File: src/rtl/wvc_pkg.sv
package wvc_pkg;
  typedef enum logic [1:0] {
    SCH_RR  = 2'd0,
    SCH_W32 = 2'd1,
    SCH_W64 = 2'd2
  } sched_e;

  function automatic sched_e decode_sched(input logic [2:0] code);
    case (code)
      3'd1:    return SCH_W32;
      3'd2:    return SCH_W64;
      default: return SCH_RR;
    endcase
  endfunction
endpackage

File: src/rtl/wvc_phase_table.sv
module wvc_phase_table #(
  parameter int PHASES  = 64,
  parameter int ENTRY_W = 4
) (
  input  logic                             clk,
  input  logic                             rst,
  input  logic                             wr_en,
  input  logic [$clog2(PHASES)-1:0]        wr_addr,
  input  logic [ENTRY_W-1:0]               wr_data,
  input  logic                             load,
  output logic                             busy,
  output logic [PHASES-1:0][ENTRY_W-1:0]   act_tbl
);
  localparam int PH_W = $clog2(PHASES);
  localparam logic [PH_W-1:0] LAST = PH_W'(PHASES - 1);

  // pending copy: one write port, one synchronous read port (RAM style)
  logic [ENTRY_W-1:0] pend_mem [PHASES];
  logic [ENTRY_W-1:0] rd_q;
  logic [PH_W-1:0]    cp_ra, cp_wa;
  logic               cp_iss, cp_wv;

  always_ff @(posedge clk) begin
    if (wr_en) pend_mem[wr_addr] <= wr_data;
    rd_q <= pend_mem[cp_ra];
  end

  // sequential copier: issue reads, write active one cycle later
  always_ff @(posedge clk) begin
    if (rst) begin
      busy   <= 1'b0;
      cp_ra  <= '0;
      cp_wa  <= '0;
      cp_iss <= 1'b0;
      cp_wv  <= 1'b0;
    end else if (load) begin
      busy   <= 1'b1;
      cp_ra  <= '0;
      cp_iss <= 1'b1;
      cp_wv  <= 1'b0;
    end else if (busy) begin
      cp_wv <= cp_iss;
      cp_wa <= cp_ra;
      if (cp_iss) begin
        if (cp_ra == LAST) cp_iss <= 1'b0;
        else               cp_ra  <= cp_ra + PH_W'(1);
      end
      if (cp_wv && cp_wa == LAST) busy <= 1'b0;
    end
  end

  always_ff @(posedge clk) begin
    if (rst) begin
      for (int p = 0; p < PHASES; p++) act_tbl[p] <= '0;
    end else if (busy && cp_wv && !load) begin
      act_tbl[cp_wa] <= rd_q;
    end
  end

  assert_load_sets_busy_R9: assert property (@(posedge clk) disable iff (rst)
    load |=> busy);
endmodule

File: src/rtl/wvc_sp_pick.sv
module wvc_sp_pick #(
  parameter int NUM_VC = 8
) (
  input  logic [NUM_VC-1:0]         cand,
  output logic                      hit,
  output logic [$clog2(NUM_VC)-1:0] vc
);
  localparam int VC_W = $clog2(NUM_VC);

  // highest set index wins
  always_comb begin
    hit = 1'b0;
    vc  = '0;
    for (int i = 0; i < NUM_VC; i++) begin
      if (cand[i]) begin
        hit = 1'b1;
        vc  = VC_W'(i);
      end
    end
  end
endmodule

File: src/rtl/wvc_lp_pick.sv
module wvc_lp_pick
  import wvc_pkg::*;
#(
  parameter int NUM_VC  = 8,
  parameter int PHASES  = 64,
  parameter int ENTRY_W = 4
) (
  input  sched_e                           mode,
  input  logic [NUM_VC-1:0]                elig,
  input  logic [$clog2(NUM_VC)-1:0]        rr_last,
  input  logic [$clog2(PHASES)-1:0]        ph_ptr,
  input  logic [PHASES-1:0][ENTRY_W-1:0]   act_tbl,
  output logic                             hit,
  output logic [$clog2(NUM_VC)-1:0]        vc,
  output logic [$clog2(PHASES)-1:0]        ph_next
);
  localparam int VC_W = $clog2(NUM_VC);
  localparam int PH_W = $clog2(PHASES);

  always_comb begin
    int               id;
    logic [VC_W-1:0]  cvc;
    logic [PH_W-1:0]  mask;
    logic [PH_W-1:0]  idx;
    logic [ENTRY_W-1:0] own;
    id      = 0;
    cvc     = '0;
    idx     = '0;
    own     = '0;
    mask    = (mode == SCH_W32) ? PH_W'(PHASES/2 - 1) : PH_W'(PHASES - 1);
    hit     = 1'b0;
    vc      = '0;
    ph_next = ph_ptr;
    if (mode == SCH_RR) begin
      for (int k = 1; k <= NUM_VC; k++) begin
        id  = (int'(rr_last) + k) % NUM_VC;
        cvc = VC_W'(id);
        if (!hit && elig[cvc]) begin
          hit = 1'b1;
          vc  = cvc;
        end
      end
    end else begin
      for (int k = 0; k < PHASES; k++) begin
        idx = (ph_ptr + PH_W'(k)) & mask;
        own = act_tbl[idx];
        cvc = own[VC_W-1:0];
        if (!hit && (int'(own) < NUM_VC) && elig[cvc]) begin
          hit     = 1'b1;
          vc      = cvc;
          ph_next = (idx + PH_W'(1)) & mask;
        end
      end
    end
  end
endmodule

File: src/rtl/wvc_arbiter.sv
module wvc_arbiter
  import wvc_pkg::*;
#(
  parameter int NUM_VC  = 8,
  parameter int PHASES  = 64,
  parameter int ENTRY_W = 4
) (
  input  logic                        clk,
  input  logic                        rst,
  input  logic [$clog2(NUM_VC)-1:0]   ext_cnt,
  input  logic [$clog2(NUM_VC)-1:0]   lp_cnt,
  input  logic [2:0]                  sched_sel,
  input  logic [NUM_VC-1:0]           vc_en,
  input  logic [NUM_VC-1:0]           vc_req,
  input  logic                        pkt_start,
  input  logic                        tbl_wr_en,
  input  logic [$clog2(PHASES)-1:0]   tbl_wr_addr,
  input  logic [ENTRY_W-1:0]          tbl_wr_data,
  input  logic                        tbl_load,
  output logic                        tbl_busy,
  output logic [NUM_VC-1:0]           gnt
);
  localparam int VC_W = $clog2(NUM_VC);
  localparam int PH_W = $clog2(PHASES);

  logic [NUM_VC-1:0] exist_mask, lp_mask, elig, upper, lp_elig;
  logic [PHASES-1:0][ENTRY_W-1:0] act_tbl;
  sched_e          sched_q, sched_new;
  logic            sched_lock;
  logic [VC_W-1:0] rr_last, sp_vc, lp_vc;
  logic [PH_W-1:0] ph_ptr, ph_next;
  logic            sp_hit, lp_hit;

  always_comb begin
    for (int i = 0; i < NUM_VC; i++) begin
      exist_mask[i] = (i <= int'(ext_cnt));
      lp_mask[i]    = exist_mask[i] && (i <= int'(lp_cnt));
    end
  end

  assign elig       = vc_req & vc_en & exist_mask;
  assign upper      = elig & ~lp_mask;
  assign lp_elig    = elig & lp_mask;
  assign sched_lock = ($countones(vc_en & lp_mask) > 1);
  assign sched_new  = decode_sched(sched_sel);

  wvc_phase_table #(.PHASES(PHASES), .ENTRY_W(ENTRY_W)) u_tbl (
    .clk(clk), .rst(rst), .wr_en(tbl_wr_en), .wr_addr(tbl_wr_addr),
    .wr_data(tbl_wr_data), .load(tbl_load), .busy(tbl_busy), .act_tbl(act_tbl)
  );

  wvc_sp_pick #(.NUM_VC(NUM_VC)) u_sp (
    .cand(upper), .hit(sp_hit), .vc(sp_vc)
  );

  wvc_lp_pick #(.NUM_VC(NUM_VC), .PHASES(PHASES), .ENTRY_W(ENTRY_W)) u_lp (
    .mode(sched_q), .elig(lp_elig), .rr_last(rr_last), .ph_ptr(ph_ptr),
    .act_tbl(act_tbl), .hit(lp_hit), .vc(lp_vc), .ph_next(ph_next)
  );

  always_ff @(posedge clk) begin
    if (rst) begin
      gnt     <= '0;
      sched_q <= SCH_RR;
      ph_ptr  <= '0;
      rr_last <= VC_W'(NUM_VC - 1);
    end else begin
      gnt <= '0;
      if (pkt_start) begin
        if (sp_hit) begin
          gnt <= NUM_VC'(1) << sp_vc;
        end else if (lp_hit) begin
          gnt <= NUM_VC'(1) << lp_vc;
          if (sched_q == SCH_RR) rr_last <= lp_vc;
          else                   ph_ptr  <= ph_next;
        end
      end
      if (!sched_lock && sched_new != sched_q) begin
        sched_q <= sched_new;
        ph_ptr  <= '0;
      end
    end
  end

  assert_gnt_onehot_R2: assert property (@(posedge clk) disable iff (rst)
    $onehot0(gnt));

  assert_gnt_needs_req_R2: assert property (@(posedge clk) disable iff (rst)
    (gnt != '0) |-> ($past(pkt_start) && ((gnt & $past(elig)) != '0)));

  assert_upper_beats_group_R3: assert property (@(posedge clk) disable iff (rst)
    (pkt_start && (upper != '0)) |=> ((gnt != '0) && ((gnt & $past(lp_mask)) == '0)));

  assert_sched_frozen_R6: assert property (@(posedge clk) disable iff (rst)
    sched_lock |=> $stable(sched_q));
endmodule

File: config.mk
export PLATFORM = sky130hd
export DESIGN_NAME = wvc_arbiter
export DESIGN_NICKNAME = d
export VERILOG_FILES = /design/src/rtl/wvc_pkg.sv /design/src/rtl/wvc_phase_table.sv /design/src/rtl/wvc_sp_pick.sv /design/src/rtl/wvc_lp_pick.sv /design/src/rtl/wvc_arbiter.sv
export SDC_FILE = /design/constraint.sdc
export NUM_CORES = 2
export LEC_CHECK = 0
export BUFFER_PORTS_ARGS = -buffer_cell sky130_fd_sc_hd__buf_4
export CAP_MARGIN = 20
export CORE_ASPECT_RATIO = 1.5
export CORE_MARGIN = 4
export CORE_UTILIZATION = 57
export CTS_CLUSTER_SIZE = 16
export DETAILED_ROUTE_END_ITERATION = 6
export PLACE_DENSITY_LB_ADDON = 0.25
export SETUP_SLACK_MARGIN = 0.1
export SLEW_MARGIN = 20
export SYNTH_ARGS = -nofsm -noshare
export SYNTH_HDL_FRONTEND = slang
export SYNTH_SLANG_ARGS = --single-unit
File: constraint.sdc
create_clock -name clk -period 21.2 [get_ports clk]
set_input_delay 2.12 -clock clk [delete_from_list [all_inputs] [get_ports clk]]
set_output_delay 2.12 -clock clk [all_outputs]
set_load 0.03 [all_outputs]
==> implementation parameters, run 1 <==
Parameter                              Value

Global route
  Global Route Usage Sum ... 0.7840
  Maximum number of pins on one net before global-route repair ... 114
  First-pass GRT wire length ... 657.7 mm
  Vias in the first global route ... 73075
  Leftover overflow at the end of global routing ... 1026

Floorplan
  Starting density of the core ... 0.5733
  Num rows ... 148
  Chip width ... 277.5 um
  Number of top-level pins ... 49
  Vertical die dimension ... 412.3 um

Placement
  Setup slack at placement ... 9.966 ns
  Quantity of I/O buffers inserted on ports ... 48
  Placed wire-length estimate ... 292.8 mm
  Global placement routability congestion ... 1.262

Synth
  #FFs+latches synth ... 550
  Count of unique library cells instantiated by Yosys ... 123
  Share of synthesized area occupied by flip-flops and latches ... 0.2186
  Leading register cell type out of synthesis ... sky130_fd_sc_hd__dfxtp_1
  EDFF count, synth ... 256
  Cell taking the most area after synthesis ... sky130_fd_sc_hd__mux4_2
  Mapped Cells ... 6119
  Synthesized cell area ... 62100 um2
  Synth warn ... 0
  Fraction of synthesized cell area taken by the top area cell type ... 0.2985
  Nets in the synthesized netlist ... 6189
  Avg Synthesized Cell Area ... 10.15 um2
  Synth area leaders ... sky130_fd_sc_hd__mux4_2 30%, sky130_fd_sc_hd__edfxtp_1 12%, sky130_fd_sc_hd__dfxtp_1 9.5%
  Async SR Flop Fraction ... 0

Run status
  Status ... aborted with a tool error
  Error that halted the flow ... [ERROR GRT-0116] Global routing finished with congestion. Check the congestion regions in the DRC Viewer.
  Last flow stage reached ... global routing

Clock network
  Max clock buf depth ... 3
  Number of clock sinks seen by CTS ... 550
  TritonCTS buffer count ... 49
  Post-CTS Setup Repair Bufs ... 0
  Number of H-tree branching levels ... 2
  Post-CTS Resized ... 0
  Hold buffer count at CTS ... 0
  Root buffer selected by CTS ... sky130_fd_sc_hd__clkbuf_16
==> layer usage <==
metal | overflow | global-route usage
met5 | 4 | 0.2915
met2 | 561 | 0.9393
met1 | 13 | 0.7828
met3 | 21 | 0.6415
met4 | 427 | 0.7901
==> metrics by stage <==
stage	area [um2]	cells	hold slack, ns	util
global placement	64060	7303	0.4443	0.5913
floorplan	62100	6119	0.4510	-
CTS	65730	7393	0.4874	0.6067
detailed placement	64090	7303	0.4790	0.5916
==> synth_stat cells, drive strengths merged (22+ instances only) <==
| master | n |
|---|---|
| mux2 | 91 |
| nor2 | 544 |
| mux4 | 844 |
| xnor2 | 112 |
| o2111ai | 27 |
| o22ai | 42 |
| and2 | 46 |
| ha | 26 |
| nor3 | 114 |
| mux2i | 546 |
| clkbuf | 288 |
| or2 | 30 |
| a31oi | 32 |
| nand3 | 271 |
| xor2 | 44 |
| inv | 111 |
| buf | 248 |
| nor2b | 36 |
| o211ai | 73 |
| a221oi | 36 |
| or3 | 44 |
| a211oi | 75 |
| nor4 | 49 |
| a2111oi | 35 |
| a211o | 27 |
| nand2 | 596 |
| o21ai | 224 |
| edfxtp | 256 |
| nand2b | 36 |
| and3 | 46 |
| a22oi | 72 |
| nand4 | 58 |
| dfxtp | 294 |
| a21oi | 380 |
| a21o | 22 |
==> kinds of logic after synthesis <==
| group | after synthesis | synth area share |
|---|---|---|
| adder cells (fa/ha/maj) | 30 | 0.006528 |
| buffers and inverters | 652 | 0.04966 |
| multiplexers | 1481 | 0.4120 |
| XOR/XNOR | 157 | 0.02333 |
| AND/OR/NAND/NOR | 1977 | 0.1523 |
| AO/OA/AOI/OAI | 1272 | 0.1376 |
| flip-flops | 550 | 0.2186 |
==> run 2: changes to the inputs <==
- CORE_ASPECT_RATIO: 1.5 -> unset
- CORE_UTILIZATION: 57 -> 40
- CTS_CLUSTER_SIZE: 16 -> unset
- PLACE_DENSITY_LB_ADDON: 0.25 -> 0.15
- SETUP_SLACK_MARGIN: 0.1 -> unset
==> run 2 against run 1 <==
  * The flow now finishes without violations
  * Synthesized cell count stayed put
  * Synthesized area stayed put
==> implementation parameters, run 2 <==
Parameter                              Value

Clock network
  Hold buffer count at CTS ... 0 (unchanged)
  Max clock buf depth ... 3 (unchanged)
  Worst-skew pair later-pin latency ... 0.72 ns
  Post-CTS Setup Repair Bufs ... 0 (unchanged)
  Clock Pin Slew Worst Setup and Hold Paths ... 0.07 ns
  Post-CTS Resized ... 0 (unchanged)
  Number of H-tree branching levels ... 2 (unchanged)
  Clock tree from TritonCTS ... built
  Number of clock sinks seen by CTS ... 550 (unchanged)
  Root buffer selected by CTS ... sky130_fd_sc_hd__clkbuf_16
  TritonCTS buffer count ... 59 (+20%)

STA
  Worst hold margin ... 0.4771 ns
  Worst max-slew margin expressed relative to the limit ... 0.1571
  Slew Limit Fails ... 0
  Endpoints failing setup ... 0
  Max Freq ... 88.30 MHz
  Worst Tran Pin Value ... 1.264 ns
  Unrepaired setup endpoints after global routing ... false
  Final cycle utilization of the critical path ... 0.5342
  Skew final ... 0.08250 ns
  Min Clock Period, post-route ... 11.33 ns
  Final hold vios ... 0
  Total Neg Setup Slack ... 0 ns

Floorplan
  Number of top-level pins ... 49 (unchanged)
  Chip width ... 402.0 um (+45%)
  Starting density of the core ... 0.4027 (-0.1706)
  Core footprint ... 154200 um2
  Area of the die ... 161600 um2
  Vertical die dimension ... 402.0 um (-2.5%)
  Num rows ... 144 (-2.7%)

Synth
  Synthesized-area fraction occupied by adder cells ... 0.006528 (unchanged)
  Async SR Flop Fraction ... 0 (unchanged)
  Fraction of synthesized cell area taken by the top area cell type ... 0.2985 (unchanged)
  Main combinational cell family by area after synthesis ... multiplexers
  Synth Area in Simple Gates ... 0.1523 (unchanged)
  Leading register cell type out of synthesis ... sky130_fd_sc_hd__dfxtp_1
  Mapped Cells ... 6119 (unchanged)
  Most common cell in the synthesized netlist ... sky130_fd_sc_hd__mux4_2
  Synthesized-area fraction occupied by ao, oa, aoi and oai cells ... 0.1376 (unchanged)
  Avg Synthesized Cell Area ... 10.15 um2 (unchanged)
  Synthesized cell area ... 62100 um2 (unchanged)
  Share of synthesized area occupied by flip-flops and latches ... 0.2186 (unchanged)
  Most frequent cells after synthesis ... 823 x sky130_fd_sc_hd__mux4_2, 594 x sky130_fd_sc_hd__nand2_1, 543 x sky130_fd_sc_hd__mux2i_1
  Xor/xnor share of the synthesized area ... 0.02333 (unchanged)
  Multiplexer share of the synthesized area ... 0.4120 (unchanged)
  Cell taking the most area after synthesis ... sky130_fd_sc_hd__mux4_2
  #FFs+latches synth ... 550 (unchanged)
  Synth warn ... 0 (unchanged)
  Count of unique library cells instantiated by Yosys ... 123 (unchanged)
  Nets in the synthesized netlist ... 6189 (unchanged)
  EDFF count, synth ... 256 (unchanged)
  Synth area leaders ... sky130_fd_sc_hd__mux4_2 30%, sky130_fd_sc_hd__edfxtp_1 12%, sky130_fd_sc_hd__dfxtp_1 9.5%

Power and ir drop
  LEAKAGE ... 21.70 nW
  Maximum ir drop on the vdd rail ... 0.07947 mV
  Power density of the placed cells ... 43.66 nW/um2

Drt
  Vias/cell ... 7.634
  Drt pass-1 iters ... 7
  Initial detailed-routing violation count ... 10207
  DRC Markers ... 0
  Number of antenna-violating nets in the routed design ... 0
  Post-detailed-routing wire length ... 388.5 mm
  Wire length per cell after detailed routing ... 47.91 um
  Via count ... 61907

Global route
  Global Route Usage Sum ... 0.4678
  Vias in the first global route ... 56050
  Number of antenna violations at the first check in global routing ... 34
  Leftover overflow at the end of global routing ... 0
  Maximum number of pins on one net before global-route repair ... 120
  First-pass GRT wire length ... 519.3 mm

Setup path
  Type of the setup path with the least slack ... flop to flop
  Startpoint type of the worst setup path ... flop
  Worst Path Required ... 21.84 ns
  Cell count of the worst reg-to-reg path ... 24
  Data arrival at the endpoint of the critical path ... 11.96 ns
  Biggest fanout along the worst timing path ... 44
  Kind of capture point of the worst setup path ... flop

Placement
  Global placement routability congestion ... 1.134 (-10%)
  Placed wire-length estimate ... 305.9 mm (+4.5%)
  Quantity of I/O buffers inserted on ports ... 48 (unchanged)

Cells and area
  Area Growth Syn to Fin ... 8.569%
  Highest-count cells in the layout ignoring fill and taps ... 823 x sky130_fd_sc_hd__mux4_2, 592 x sky130_fd_sc_hd__nand2_1, 541 x sky130_fd_sc_hd__mux2i_1
  Fill count ... 14941
  Number of nets in the finished design ... 6072
  Leading cell type in the layout, fill and taps excluded ... sky130_fd_sc_hd__mux4_2
  Top flop regs ... u_tbl.act_tbl: 256 flops, u_tbl.pend_mem: 256 flops, gnt: 8 flops
  Share of final-layout standard cells stronger than drive strength 1 ... 0.2598

Worst hold path
  Class of the most critical hold timing path ... flop to flop
  Worst hold path depth ... 2

Flow run
  Maxcap violations ... 0

Run status
  Status ... completed
[run 2: cell counts after synthesis]
Identical to the previous run, type by type.
[run 2: metrics by stage]
step	cells	power [W]	instance area, um2	utilization	worst slack [ns]
global route	8095	0.003018	67390	0.4369	9.573
CTS	8091	0.002929	67330	0.4366	10.34
finish	8109	0.002944	67420	0.4372	9.874
detailed placement	7982	0.001862	65310	0.4235	10.39
global placement	7979	0.001865	65250	0.4231	9.659
floorplan	6119	0.001585	62100	-	12.58
[run 2: worst paths after layout]
check / slack (ns) / to / from
min: 0.48 / u_tbl.cp_wa[0] / u_tbl.cp_wa[0]
min reg2reg: 0.48 / u_tbl.cp_wa[0] / u_tbl.cp_wa[0]
max: 9.87 / gnt[3] / ph_ptr[0]
max reg2reg: 9.87 / gnt[3] / ph_ptr[0]
[run 2: critical path: stages, from the launching register on]
cell and delay, ns:
sky130_fd_sc_hd__dfxtp_4 0.55, sky130_fd_sc_hd__buf_4 0.42, sky130_fd_sc_hd__buf_4 0.73, sky130_fd_sc_hd__buf_4 0.80, sky130_fd_sc_hd__buf_4 0.64, sky130_fd_sc_hd__nor2b_1 0.68
sky130_fd_sc_hd__a22oi_1 0.25, sky130_fd_sc_hd__nand3_1 0.22, sky130_fd_sc_hd__a21oi_1 0.10, sky130_fd_sc_hd__o21ai_0 0.88, sky130_fd_sc_hd__nand2_1 0.24, sky130_fd_sc_hd__mux4_2 0.57
sky130_fd_sc_hd__a211oi_2 0.41, sky130_fd_sc_hd__and4b_1 0.52, sky130_fd_sc_hd__nand4b_4 0.60, sky130_fd_sc_hd__nor3_2 0.36, sky130_fd_sc_hd__buf_4 0.34, sky130_fd_sc_hd__nand3_1 0.51
sky130_fd_sc_hd__nor2_1 0.68, sky130_fd_sc_hd__a211o_1 0.26, sky130_fd_sc_hd__a2111oi_1 0.09, sky130_fd_sc_hd__a2111oi_4 0.58, sky130_fd_sc_hd__o21ai_1 0.18, sky130_fd_sc_hd__nand2b_1 0.21
sky130_fd_sc_hd__o22ai_1 0.14
[run 2: kinds of logic (layout without fill, tap and decap cells)]
kind of cell               count (synthesis)  count (layout)
muxes                                   1481            1481
buffers and inverters                    652             583
AOI/OAI and AO/OA                       1272            1272
other                                      0              15
xor gates and xnor gates                 157             157
DFF                                      550             550
adders and majority gates                 30              30
and+or+nand+nor                         1977            1977
[run 2: routing by layer]
| metal | part of all wire | GRT usage | vias up |
|---|---|---|---|
| li1 | - | - | 24175 |
| met1 | 0.36 | 0.5794 | 31376 |
| met2 | 0.40 | 0.6420 | 5055 |
| met3 | 0.14 | 0.1870 | 1277 |
| met4 | 0.11 | 0.3733 | 24 |
| met5 | 0.00053 | 0.002081 | - |
[run 2: report_power, final]
part	switching (W)	internal [W]	total [W]
clock network	0.000465	0.000603	0.00107
logic	0.000515	0.000227	0.000742
registers	0.0000156	0.00112	0.00113
[run 2: cell type report]
| class | instances | area [um2] | share of cell area |
|---|---|---|---|
| inverters | 115 | 434.2 | 0.006440 |
| clock inverters | 31 | 361.6 | 0.005363 |
| flip-flops and latches | 550 | 13600 | 0.2017 |
| diodes | 15 | 37.54 | 0.0005567 |
| clock buffers | 78 | 1658 | 0.02459 |
| well taps | 2044 | 2557 | 0.03793 |
| repair buffers | 359 | 2738 | 0.04060 |
| multi-input cells | 4917 | 46040 | 0.6828 |
Note: power is estimated with default switching activity, not from simulation.
